## src/rtl/pio_pkg.sv

```systemverilog
package pio_pkg;
  typedef enum logic [1:0] {
    TRIG_RISE  = 2'd0,
    TRIG_FALL  = 2'd1,
    TRIG_BOTH  = 2'd2,
    TRIG_LEVEL = 2'd3
  } trig_e;

  localparam int MAX_PINS = 32;
  localparam int BUS_W    = 32;

  typedef enum logic [1:0] {
    IDX_DATA = 2'd0,
    IDX_DIR  = 2'd1,
    IDX_MASK = 2'd2,
    IDX_CAP  = 2'd3
  } reg_idx_e;

  function automatic int clamp_pins(int req);
    if (req < 1) return 1;
    if (req > MAX_PINS) return MAX_PINS;
    return req;
  endfunction
endpackage

```

## src/rtl/pio_sync.sv

```systemverilog
module pio_sync #(
  parameter int W = 32
) (
  input  logic         clk,
  input  logic         rst_n,
  input  logic [W-1:0] raw,
  output logic [W-1:0] synced
);
  logic [W-1:0] meta_q, sync_q;

  always_ff @(posedge clk) begin
    if (!rst_n) begin
      meta_q <= '0;
      sync_q <= '0;
    end else begin
      meta_q <= raw;
      sync_q <= meta_q;
    end
  end

  assign synced = sync_q;
endmodule

```

## src/rtl/pio_edge_capture.sv

```systemverilog
module pio_edge_capture
  import pio_pkg::*;
#(
  parameter int    W    = 32,
  parameter trig_e TRIG = TRIG_BOTH
) (
  input  logic         clk,
  input  logic         rst_n,
  input  logic [W-1:0] level,
  input  logic         clr_en,
  input  logic [W-1:0] clr_bits,
  output logic [W-1:0] cap
);
  logic [W-1:0] prev_q, evt, cap_q, cap_d;

  always_ff @(posedge clk) begin
    if (!rst_n) prev_q <= '0;
    else        prev_q <= level;
  end

  generate
    if (TRIG == TRIG_RISE) begin : g_rise
      assign evt = level & ~prev_q;
    end else if (TRIG == TRIG_FALL) begin : g_fall
      assign evt = ~level & prev_q;
    end else if (TRIG == TRIG_BOTH) begin : g_both
      assign evt = level ^ prev_q;
    end else begin : g_none
      assign evt = '0;
    end
  endgenerate

  // A new event outranks a clear of the same bit.
  always_comb begin
    cap_d = cap_q;
    if (clr_en) cap_d = cap_d & ~clr_bits;
    cap_d = cap_d | evt;
  end

  always_ff @(posedge clk) begin
    if (!rst_n) cap_q <= '0;
    else        cap_q <= cap_d;
  end

  assign cap = cap_q;
endmodule

```

## src/rtl/pio_regs.sv

```systemverilog
module pio_regs
  import pio_pkg::*;
#(
  parameter int W = 32
) (
  input  logic         clk,
  input  logic         rst_n,
  input  logic         wr,
  input  logic [1:0]   idx,
  input  logic [W-1:0] wdata,
  output logic [W-1:0] out_q,
  output logic [W-1:0] dir_q,
  output logic [W-1:0] msk_q
);
  always_ff @(posedge clk) begin
    if (!rst_n) begin
      out_q <= '0;
      dir_q <= '0;
      msk_q <= '0;
    end else if (wr) begin
      case (reg_idx_e'(idx))
        IDX_DATA: out_q <= wdata;
        IDX_DIR:  dir_q <= wdata;
        IDX_MASK: msk_q <= wdata;
        default:  ;
      endcase
    end
  end
endmodule

```

## src/rtl/pio_edge_core.sv

```systemverilog
module pio_edge_core
  import pio_pkg::*;
#(
  parameter int    PIN_REQ = 32,
  parameter trig_e TRIG    = TRIG_BOTH
) (
  input  logic                               clk,
  input  logic                               rst_n,
  input  logic                               bus_wr,
  input  logic [1:0]                         bus_addr,
  input  logic [BUS_W-1:0]                   bus_wdata,
  output logic [BUS_W-1:0]                   bus_rdata,
  input  logic [pio_pkg::clamp_pins(PIN_REQ)-1:0] pin_in,
  output logic [pio_pkg::clamp_pins(PIN_REQ)-1:0] pin_out,
  output logic [pio_pkg::clamp_pins(PIN_REQ)-1:0] pin_oe,
  output logic                               irq
);
  localparam int NP = clamp_pins(PIN_REQ);

  logic [NP-1:0] sync_lv, cap_q, out_q, dir_q, msk_q, wd_np;
  logic          clr_en;

  assign wd_np  = bus_wdata[NP-1:0];
  assign clr_en = bus_wr && (reg_idx_e'(bus_addr) == IDX_CAP);

  pio_sync #(.W(NP)) u_sync (
    .clk(clk), .rst_n(rst_n), .raw(pin_in), .synced(sync_lv)
  );

  pio_edge_capture #(.W(NP), .TRIG(TRIG)) u_cap (
    .clk(clk), .rst_n(rst_n), .level(sync_lv),
    .clr_en(clr_en), .clr_bits(wd_np), .cap(cap_q)
  );

  pio_regs #(.W(NP)) u_regs (
    .clk(clk), .rst_n(rst_n), .wr(bus_wr), .idx(bus_addr), .wdata(wd_np),
    .out_q(out_q), .dir_q(dir_q), .msk_q(msk_q)
  );

  always_comb begin
    bus_rdata = '0;
    case (reg_idx_e'(bus_addr))
      IDX_DATA: bus_rdata[NP-1:0] = sync_lv;
      IDX_DIR:  bus_rdata[NP-1:0] = dir_q;
      IDX_MASK: bus_rdata[NP-1:0] = msk_q;
      default:  bus_rdata[NP-1:0] = cap_q;
    endcase
  end

  assign pin_out = out_q;
  assign pin_oe  = dir_q;

  generate
    if (TRIG == TRIG_LEVEL) begin : g_irq_lvl
      assign irq = |(sync_lv & msk_q);
    end else begin : g_irq_edge
      assign irq = |(cap_q & msk_q);
    end
  endgenerate
endmodule

```

## config.mk

```make
export PLATFORM = sky130hd
export DESIGN_NAME = pio_edge_core
export DESIGN_NICKNAME = d
export VERILOG_FILES = /design/src/rtl/pio_pkg.sv /design/src/rtl/pio_sync.sv /design/src/rtl/pio_edge_capture.sv /design/src/rtl/pio_regs.sv /design/src/rtl/pio_edge_core.sv
export SDC_FILE = /design/constraint.sdc
export NUM_CORES = 1
export LEC_CHECK = 0
export BUFFER_PORTS_ARGS = -buffer_cell sky130_fd_sc_hd__buf_2
export CAP_MARGIN = 15
export CORE_UTILIZATION = 30
export CTS_CLUSTER_SIZE = 40
export DETAILED_ROUTE_END_ITERATION = 10
export GPL_TIMING_DRIVEN = 0
export PLACE_DENSITY = 0.57
export SLEW_MARGIN = 10
export SYNTH_ARGS = -nofsm -noshare
export SYNTH_HDL_FRONTEND = slang
export SYNTH_SLANG_ARGS = --single-unit
export TNS_END_PERCENT = 100
```

## constraint.sdc

```tcl
create_clock -name clk -period 1.6 [get_ports clk]
set_input_delay 0.08 -clock clk [delete_from_list [all_inputs] [get_ports clk]]
set_output_delay 0.08 -clock clk [all_outputs]
set_load 0.01 [all_outputs]
```

# Word-level counts from Yosys, hierarchy flattened
# Index checks and enable logic that the tools add are counted.
# word_totals
reg_bits	224
output_inout_bits	97
input_bits	69
wordCells	23
# op_classes
n_bitwise	5
n_reduce_logical	6
n_eq_ne	3
mux	2
# ops
cell	count
32-bit one-hot mux with 3 select lines	1
32-bit bitwise AND	2
32-bit 2-to-1 mux	1
32-bit NOT	1
32-bit OR	1
32-bit OR reduction	1
32-bit bitwise XOR	1
2-bit AND reduction	3
2-bit == test, second input constant	2
2-bit by 1-bit == test with 1-bit output, second input constant	1
2-bit zero test	1
1-bit logical AND	1

# Longest topological paths before layout
# Gate-level depths: netlist (run 1).
# depth
ltp_word	4
ltp_mapped	6
mapped_depth_nobuf	3

# By module
# From an unflattened synthesis (run 1), not the netlist that was laid out.
# hier_totals
cells_unflattened	747
hier_area_um2	8669.6
# by_module_without_submodules
mod	seq_area_each_um2	instances	cells_each	area_each_um2
pio_regs	1921.8	1	349	3639.7
pio_edge_capture	1281.2	1	202	2289.7
pio_sync	1281.2	1	134	1791.7
pio_edge_core	0.0	1	62	948.4

# Least setup slack after synthesis (run 1)
# OpenSTA, ideal clock, no wires.
# synth_timing
kind	register to output
startpoint	reg u_cap.cap_q[23] (netlist: u_cap.cap[23])
endpoint	out irq
t_arrival_ns	1.128
stages_incl_launch_ff	4
slack_ns	0.392
n_path_buf	0
t_required_ns	1.520
path_cell_list	dfxtp_1 > a22oi_1 > nand4_1 > or4_1
# synth_between
elab_chain_len	2
# synth_rtl
element	line_no	rtl
start, declared	pio_edge_capture.sv:14	logic [W-1:0] prev_q, evt, cap_q, cap_d;
start signal, assigned	pio_edge_capture.sv:42	else cap_q <= cap_d;
32-bit bitwise AND	pio_edge_core.sv:57	assign irq = |(cap_q & msk_q);
32-bit OR reduction	pio_edge_core.sv:57	
end, declared	pio_edge_core.sv:16	output logic irq
# Every way passes these cells.

# Worst setup path in the final report (run 1)
# layout_timing
startpoint	reg u_cap.cap_q[27] (netlist: u_cap.cap[27])
endpoint	out irq
# Same word-level chain as after synthesis.

==> key figures, run 1 <==
Global routing
  – Total gr overflow: 0
  – Global-route wire length before repair: 39,600 um
  – Largest net degree at the start of global routing: 12
  – Antenna violations before repair: 4
  – GRT Total Usage: 18.3%
  – Vias in the first global route: 6,571

Worst setup path
  – Crit path required time: 1520 ps
  – WS Path Type: flip-flop to output pin
  – Crit start category: flip-flop
  – CP endpoint kind: output pin
  – Critical Path Fanout Max: 3
  – Critical path arrival: 1890 ps

Synthesis
  – Synth async-reset ratio: 0%
  – Mean Syn Cell Area: 10.4 um^2
  – EDFF count, synth: 0
  – Top FF cell, synth: dfxtp_1
  – Synth Instances: 821
  – Post-Syn Nets: 890
  – Post-Synthesis Cell Area: 8560 um^2
  – Yosys reg bits: 224
  – Warnings from Yosys: 0
  – Seq/Total Area, Yosys: 52.4%
  – Synth cell types: 21

CTS
  – TritonCTS clock tree: built
  – H-tree Lvls: 1
  – Clk sinks: 224
  – Max clock buf depth: 3
  – Num CTS Buffers: 25
  – Clock Latency Late Sink: 510 ps
  – Clk root buf: clkbuf_16
  – Clock transition at path regs: 60 ps

Cells and area
  – Final Non-Filler Cells: 1,473
  – Multi-input logic area: 3780 um^2
  – Commonest non-fill, non-tap cell in the layout: nand2_1
  – Synthesis-to-layout area growth: 34.1%
  – Reg area: 4550 um^2
  – FILL cells: 2,772
  – Final #Nets: 1,148
  – Most frequent cells in the layout: 192 x nand2_1, 175 x dfxtp_1, 159 x buf_2
  – Design area: 11,500 um^2
  – Utilization after layout: 41.1%
  – Share of cells above drive strength 1: 29.4%

Power
  – Sequential power share: 48.2%
  – P_leak: 4.80 nW
  – Power Density: 1080 nW/um^2
  – Worst ir drop on vdd: 0.000639 V
  – Net Sw Power: 2.95 mW
  – Pwr Total: 12.4 mW
  – Logic gate share of total power: 10.0%
  – Clock share of power: 41.8%
  – Net Sw Frac: 23.7%
  – Internal power: 9.50 mW

Timing
  – Fin crit share: 123%
  – Fin. max-slew vios: 0
  – Fmax: 508 MHz
  – Clk_skew: 3.25 ps
  – Tightest Pin Transition: 669 ps
  – Final hold violations: 0
  – Hold slack: 64.8 ps
  – Setup TNS: -373 ps
  – Final WS setup: -367 ps
  – RSZ-0062 raised after global routing: true
  – Final setup fails: 2
  – Min Tclk post-route: 1970 ps
  – Rel. slew slack: 55.4%

Drt
  – Drt initial violations: 383
  – Vias: 6,731
  – Final wirelength: 26,600 um
  – Antenna viol nets, final: 0
  – Drt wl/cell: 18.1 um
  – Residual DRC: 0
  – DR vias/cell: 4.57
  – TritonRoute pass-1 iters: 5

Placement
  – DP HPWL: 19,200 um
  – RePlAce Congestion: 0.785
  – Placed Area: 9850 um^2
  – Placed cells: 1,363
  – Worst slack at placement: 11.8 ps
  – # port buffers: 164

Min path
  – Worst Hold Class: input port to flip-flop

Die
  – Die height: 171 um
  – Chip Width: 171 um
  – Core Area: 27,900 um^2
  – Die area: 29,200 um^2
  – Initial cell density of the core: 30.6%
  – I/O pin count: 166
  – Core Rows: 61

Job
  – Max-cap violations: 0

Run status
  – Failing checks: setup timing
  – Outcome: finished with violations
==> cell usage after synthesis, types with 5 or more instances <==
| library cell | instances | area (um^2) |
|---|---|---|
| a21boi_0 | 73 | 548 |
| o21a_1 | 32 | 240 |
| and2_1 | 96 | 601 |
| buf_2 | 16 | 80.1 |
| buf_4 | 13 | 97.6 |
| xor2_1 | 32 | 280 |
| clkbuf_1 | 22 | 82.6 |
| mux4_2 | 32 | 721 |
| buf_6 | 5 | 56.3 |
| a21boi_1 | 55 | 413 |
| nand2_1 | 192 | 721 |
| a22oi_1 | 16 | 120 |
| dfxtp_1 | 224 | 4480 |
==> power groups by stage <==
stage / Combinational, mW / Sequential [mW] / Clock, mW
floorplan: 0.599 / 6.06 / 0
global placement: 1.06 / 6.10 / 0
detailed placement: 1.07 / 6.11 / 0
CTS: 1.22 / 6.00 / 5.31
global route: 1.35 / 6.03 / 5.56
finish: 1.24 / 6.00 / 5.20
==> logic make-up (layout without fill, tap and decap cells) <==
family                 after synthesis  after routing  share of synthesized area (%)
AND/OR/NAND/NOR                    300            300                           16.6
flip-flops                         224            224                           52.4
AO/OA/AOI/OAI                      176            176                           15.4
buffers and inverters               57            327                           3.86
XOR/XNOR                            32             32                           3.28
multiplexers                        32             32                           8.42
other                                0              4                              0
==> per-layer routing <==
layer	up-vias	global-route usage [%]	part of all wire [%]
met5	-	0	0
met3	44	3.54	5.7
met1	3227	24.0	45
met4	0	6.68	3.2
li1	3277	-	-
met2	183	29.7	46
==> critical path, stage by stage, from the launching register on <==
cell and delay [ps]:
dfxtp_2 330, a22oi_2 210, nand4_1 110, or4_4 580
buf_6 140
==> flip-flops by register name, summed over array words and instances, names as in the netlist <==
register	flops
u_cap.cap	32
u_cap.prev_q	32
u_regs.dir_q	32
u_regs.msk_q	32
u_regs.out_q	32
u_sync.meta_q	32
u_sync.synced	32
==> worst paths after layout <==
check | start | to | slack, ps | depth (start not counted)
setup / recovery | u_cap.cap[27] | irq | -370 | 4
hold / removal | bus_wr | u_regs.out_q[31] | 60 | 4
setup reg to reg | u_sync.synced[16] | u_cap.cap[16] | 700 | 3
hold reg to reg | u_sync.meta_q[0] | u_sync.synced[0] | 430 | 1
==> final cells by class <==
cell class,count,area share (%)
timing repair buffer,231,14.1
antenna,4,0.0872
sequential,224,39.6
multi-input combinational,540,32.9
buffer,57,2.88
clock buffer,39,6.26
tap,378,4.12
==> timing repair <==
| item | 4_1_cts | 5_1_grt |
|---|---|---|
| gates resized for setup | 39 | 41 |
| hold buffers | 64 | 0 |
| endpoints found under the setup margin | 19 | 23 |
| pin swaps | 5 | 4 |
| hold endpoints to repair | 145 | 0 |
| buffers inserted | 0 | 3 |
No activity file was read; power rests on OpenSTA's default activity.
==> inputs of run 2 (changes only) <==
--- a/config.mk
+++ b/config.mk
@@ -8,10 +8,11 @@
 export BUFFER_PORTS_ARGS = -buffer_cell sky130_fd_sc_hd__buf_2
 export CAP_MARGIN = 15
 export CORE_UTILIZATION = 30
+export CTS_BUF_LIST = sky130_fd_sc_hd__clkbuf_16
 export CTS_CLUSTER_SIZE = 40
 export DETAILED_ROUTE_END_ITERATION = 10
 export GPL_TIMING_DRIVEN = 0
-export PLACE_DENSITY = 0.57
+export PLACE_DENSITY = 0.58
 export SLEW_MARGIN = 10
 export SYNTH_ARGS = -nofsm -noshare
 export SYNTH_HDL_FRONTEND = slang
==> constraint.sdc (replaced) <==
create_clock -name clk -period 1.7 [get_ports clk]
set_input_delay 0.085 -clock clk [delete_from_list [all_inputs] [get_ports clk]]
set_output_delay 0.085 -clock clk [all_outputs]
set_load 0.01 [all_outputs]
==> key figures, run 2 (synthesized netlist as in run 1, its figures left out) <==
Run status
  – Outcome: finished with violations
  – Failing checks: setup timing

Timing
  – Tightest Pin Transition: 688 ps
  – Final WS setup: -309 ps
  – Fin crit share: 118%
  – Fmax: 498 MHz
  – Min Tclk post-route: 2010 ps
  – Clk_skew: 11.0 ps
  – Fin. max-slew vios: 0
  – RSZ-0062 raised after global routing: true
  – Final setup fails: 1
  – Rel. slew slack: 54.1%
  – Final hold violations: 0
  – Setup TNS: -309 ps

Drt
  – TritonRoute pass-1 iters: 4
  – Drt wl/cell: 18.0 um
  – Residual DRC: 0
  – Vias: 6,667
  – Drt initial violations: 406
  – DR vias/cell: 4.52
  – Final wirelength: 26,500 um
  – Antenna viol nets, final: 0

Global routing
  – Vias in the first global route: 6,413
  – GRT Total Usage: 18.2%
  – Global-route wire length before repair: 39,300 um
  – Antenna violations before repair: 4
  – Total gr overflow: 0
  – Largest net degree at the start of global routing: 14

Cells and area
  – Commonest non-fill, non-tap cell in the layout: dfxtp_1
  – Share of cells above drive strength 1: 26.2%
  – Most frequent cells in the layout: 217 x dfxtp_1, 192 x nand2_1, 179 x buf_2
  – Final #Nets: 1,145
  – Synthesis-to-layout area growth: 32.9%

Worst setup path
  – R2r startpoint: u_cap.cap[8]
  – Slowest stage delay, CP: 590 ps
  – Slowest CP cell: or4_4
  – WP buf/inv: 1
  – CP endpoint kind: output pin
  – Critical-path cell list: a22oi_2 > nand4_1 > or4_4 > buf_6
  – Crit path required time: 1620 ps
  – Crit start category: flip-flop
  – FF-to-FF End: u_cap.cap[8]
  – Worst r2r path cells: 2
  – Critical Path Fanout Max: 3
  – WS Path Type: flip-flop to output pin
  – R2R setup slack: 850 ps
  – Critical path arrival: 1920 ps
  – CP delay by family, top: simple AND/OR/NAND/NOR gates

CTS
  – Clock transition at path regs: 60 ps
  – Num CTS Buffers: 25
  – Max clock buf depth: 3
  – H-tree Lvls: 1
  – Clk sinks: 224
  – Clk root buf: clkbuf_16
  – Clock Latency Late Sink: 520 ps
  – TritonCTS clock tree: built

Die
  – Core Area: 27,900 um^2
  – Initial cell density of the core: 30.6%
  – Core Rows: 61
  – Die area: 29,200 um^2
  – Chip Width: 171 um
  – Die height: 171 um
  – I/O pin count: 166

Power
  – Power Density: 1070 nW/um^2
  – Worst ir drop on vdd: 0.000719 V
  – P_leak: 4.83 nW

Job
  – Max-cap violations: 0

Min path
  – Hold_sp: bus_wr
  – Hold path endpoint: u_regs.out_q[0]
  – Worst Hold Class: input port to flip-flop
  – Hold path cells: 4

Placement
  – Worst slack at placement: 130 ps
  – DP HPWL: 19,100 um
  – # port buffers: 164
  – RePlAce Congestion: 0.792
## run 2: layout make-up
type | instances | area (um^2)
fillers | 2783 | 16600
flip-flops and latches | 224 | 4490
multi-input cells | 540 | 3790
repair buffers | 228 | 1470
clock buffers | 25 | 626
well taps | 378 | 473
plain buffers | 57 | 330
clock inverters | 19 | 188
diodes | 3 | 7.51
## run 2: power breakdown
part           internal (mW)  switching, mW  leakage, nW  total (mW)
Sequential              5.48          0.164         1.84        5.64
Combinational          0.563          0.562         2.56        1.13
Clock                   3.26           2.14        0.424        5.41
Total                   9.30           2.87         4.83        12.2
## run 2: worst register-to-register path: cells and delay by family (launching register included)
kind | cells | cell delay (ps)
AOI/OAI and AO/OA | 2 | 380
DFF | 1 | 420
## run 2: per-layer routing
metal	vias up	GRT usage [%]	share of wire, %
met5	-	0	0.049
li1	3264	-	-
met2	186	30.6	48
met1	3172	23.7	44
met4	2	5.12	2.4
met3	43	3.75	6.4
## run 2: metrics by stage
| stage | area, um^2 | hold slack (ps) | std cells | total power [mW] | util (%) |
|---|---|---|---|---|---|
| 3_5_place_dp | 9850 | 293 | 1363 | 6.75 | 35.3 |
| 2_1_floorplan | 8560 | 212 | 821 | 6.27 | - |
| 4_1_cts | 11400 | 42.1 | 1471 | 12.3 | 40.6 |
| 5_1_grt | 11400 | 61.5 | 1472 | 12.6 | 40.7 |
| 6_report | 11400 | 60.8 | 1474 | 12.2 | 40.7 |
| 3_3_place_gp | 9850 | 294 | 1363 | 6.74 | 35.3 |
## run 2: what timing repair did
action                                  in CTS  in global routing
pin swaps                                    3                  3
hold buffers                                64                  0
setup buffers                                0                  0
resized for setup                           13                  4
endpoints found under the hold margin      149                  0
endpoints found under the setup margin       1                  1
## run 2: worst max-delay path by stage
stage / start / to / cells past startpoint
after global routing: u_regs.msk_q[25] / irq / 4
after floorplan: u_cap.cap[23] / irq / 3
after CTS: u_cap.cap[13] / irq / 4
after detailed placement: u_regs.msk_q[10] / irq / 4
after global placement: u_regs.msk_q[3] / irq / 4
final: u_regs.msk_q[25] / irq / 4
==> inputs of run 3 (changes only) <==
--- a/config.mk
+++ b/config.mk
@@ -12,9 +12,8 @@
 export CTS_CLUSTER_SIZE = 40
 export DETAILED_ROUTE_END_ITERATION = 10
 export GPL_TIMING_DRIVEN = 0
-export PLACE_DENSITY = 0.58
+export PLACE_DENSITY = 0.59
 export SLEW_MARGIN = 10
 export SYNTH_ARGS = -nofsm -noshare
 export SYNTH_HDL_FRONTEND = slang
 export SYNTH_SLANG_ARGS = --single-unit
-export TNS_END_PERCENT = 100
==> key figures, run 3 (synthesized netlist as in run 1, its figures left out) <==
Run status
  – Outcome: finished with violations
  – Failing checks: setup timing

Min path
  – Hold path cells: 4
  – Worst Hold Class: input port to flip-flop

Die
  – Core Rows: 61
  – Initial cell density of the core: 30.6%
  – Die area: 29,200 um^2
  – Core Area: 27,900 um^2
  – Chip Width: 171 um
  – I/O pin count: 166
  – Die height: 171 um

Worst setup path
  – Critical Path Fanout Max: 2
  – Worst r2r path cells: 2
  – CP endpoint kind: output pin
  – Critical path arrival: 1920 ps
  – Crit path required time: 1620 ps
  – WS Path Type: flip-flop to output pin
  – Crit start category: flip-flop

Timing
  – Clk_skew: 13.4 ps
  – Fmax: 499 MHz
  – Tightest Pin Transition: 643 ps
  – Rel. slew slack: 57.1%
  – Fin. max-slew vios: 0
  – Min Tclk post-route: 2010 ps
  – RSZ-0062 raised after global routing: true
  – Final hold violations: 0
  – Fin crit share: 118%
  – Hold slack: 76.5 ps
  – Setup TNS: -308 ps
  – Final setup fails: 2
  – Final WS setup: -305 ps

Drt
  – Final wirelength: 26,600 um
  – Vias: 6,756
  – DR vias/cell: 4.59
  – Drt wl/cell: 18.1 um
  – Drt initial violations: 345
  – Antenna viol nets, final: 0
  – Residual DRC: 0
  – TritonRoute pass-1 iters: 4

Placement
  – RePlAce Congestion: 0.791
  – Placed Area: 9850 um^2
  – DP HPWL: 19,100 um
  – # port buffers: 164

CTS
  – Num CTS Buffers: 25
  – TritonCTS clock tree: built
  – Clock Latency Late Sink: 530 ps
  – Clk root buf: clkbuf_16
  – Clock transition at path regs: 60 ps
  – Clk sinks: 224
  – H-tree Lvls: 1
  – Max clock buf depth: 3

Power
  – Power Density: 1020 nW/um^2
  – P_leak: 4.78 nW
  – Worst ir drop on vdd: 0.000562 V

Cells and area
  – Synthesis-to-layout area growth: 31.9%
  – Commonest non-fill, non-tap cell in the layout: dfxtp_1
  – Share of cells above drive strength 1: 25.5%
  – Most frequent cells in the layout: 216 x dfxtp_1, 192 x nand2_1, 176 x buf_2
  – Design area: 11,300 um^2
  – Final #Nets: 1,148

Global routing
  – Total gr overflow: 0
  – GRT Total Usage: 18.1%
  – Antenna violations before repair: 3
  – Global-route wire length before repair: 39,500 um
  – Vias in the first global route: 6,642
  – Largest net degree at the start of global routing: 13

Job
  – Max-cap violations: 0
==> run 3: what timing repair did <==
item / in CTS / in global routing
cloned: 0 / 0
resized for setup: 13 / 8
buffers inserted: 3 / 0
endpoints found under the hold margin: 152 / 0
endpoints found under the setup margin: 1 / 4
hold buffers: 64 / 0
pin swaps: 8 / 1
==> run 3: area by class of cell <==
class / count / area [um^2]
Sequential cell: 224 / 4490
Clock inverter: 15 / 67.6
Multi-Input combinational cell: 540 / 3770
Fill cell: 2845 / 16600
Clock buffer: 25 / 626
Tap cell: 378 / 473
Antenna cell: 2 / 5.00
Buffer: 57 / 330
Timing Repair Buffer: 231 / 1520
==> run 3: layer usage <==
metal | vias to the layer above | global-route usage (%) | part of all wire, % | routed length, um
li1 | 3277 | - | - | -
met1 | 3233 | 23.6 | 45 | 11900
met2 | 193 | 29.1 | 45 | 12100
met3 | 51 | 3.54 | 6.0 | 1610
met4 | 2 | 8.04 | 3.8 | 1000
met5 | - | 0 | 0.064 | 17
==> run 3: where the power goes <==
group / internal [mW] / switching, mW / total (mW) / leakage (nW)
Sequential: 5.48 / 0.163 / 5.64 / 1.84
Combinational: 0.572 / 0.563 / 1.13 / 2.58
Clock: 2.63 / 2.10 / 4.73 / 0.357
Total: 8.68 / 2.82 / 11.5 / 4.78
==> run 3: per-stage QoR <==
stage	total power [mW]	worst slack, ps	util (%)	cells
after floorplan	6.27	487	-	821
after global routing	11.9	-347	40.4	1470
after detailed placement	6.75	115	35.3	1363
final	11.5	-305	40.4	1472
after global placement	6.74	132	35.3	1363
after CTS	11.6	-315	40.3	1470
==> run 3: worst paths after layout <==
| path | startpoint | endpoint | slack, ps |
|---|---|---|---|
| worst max-delay path | u_regs.msk_q[9] | irq | -310 |
| worst min-delay path | bus_wr | u_regs.out_q[31] | 80 |
| worst max register to register | u_cap.cap[12] | u_cap.cap[12] | 870 |
| worst min register to register | u_sync.meta_q[27] | u_sync.synced[27] | 420 |
==> run 3: worst max-delay path, cell delays in order (launching register included) <==
cell and delay, ps:
dfxtp_2 330, a22oi_2 230, nand4_1 120, or4_4 580, buf_6 140
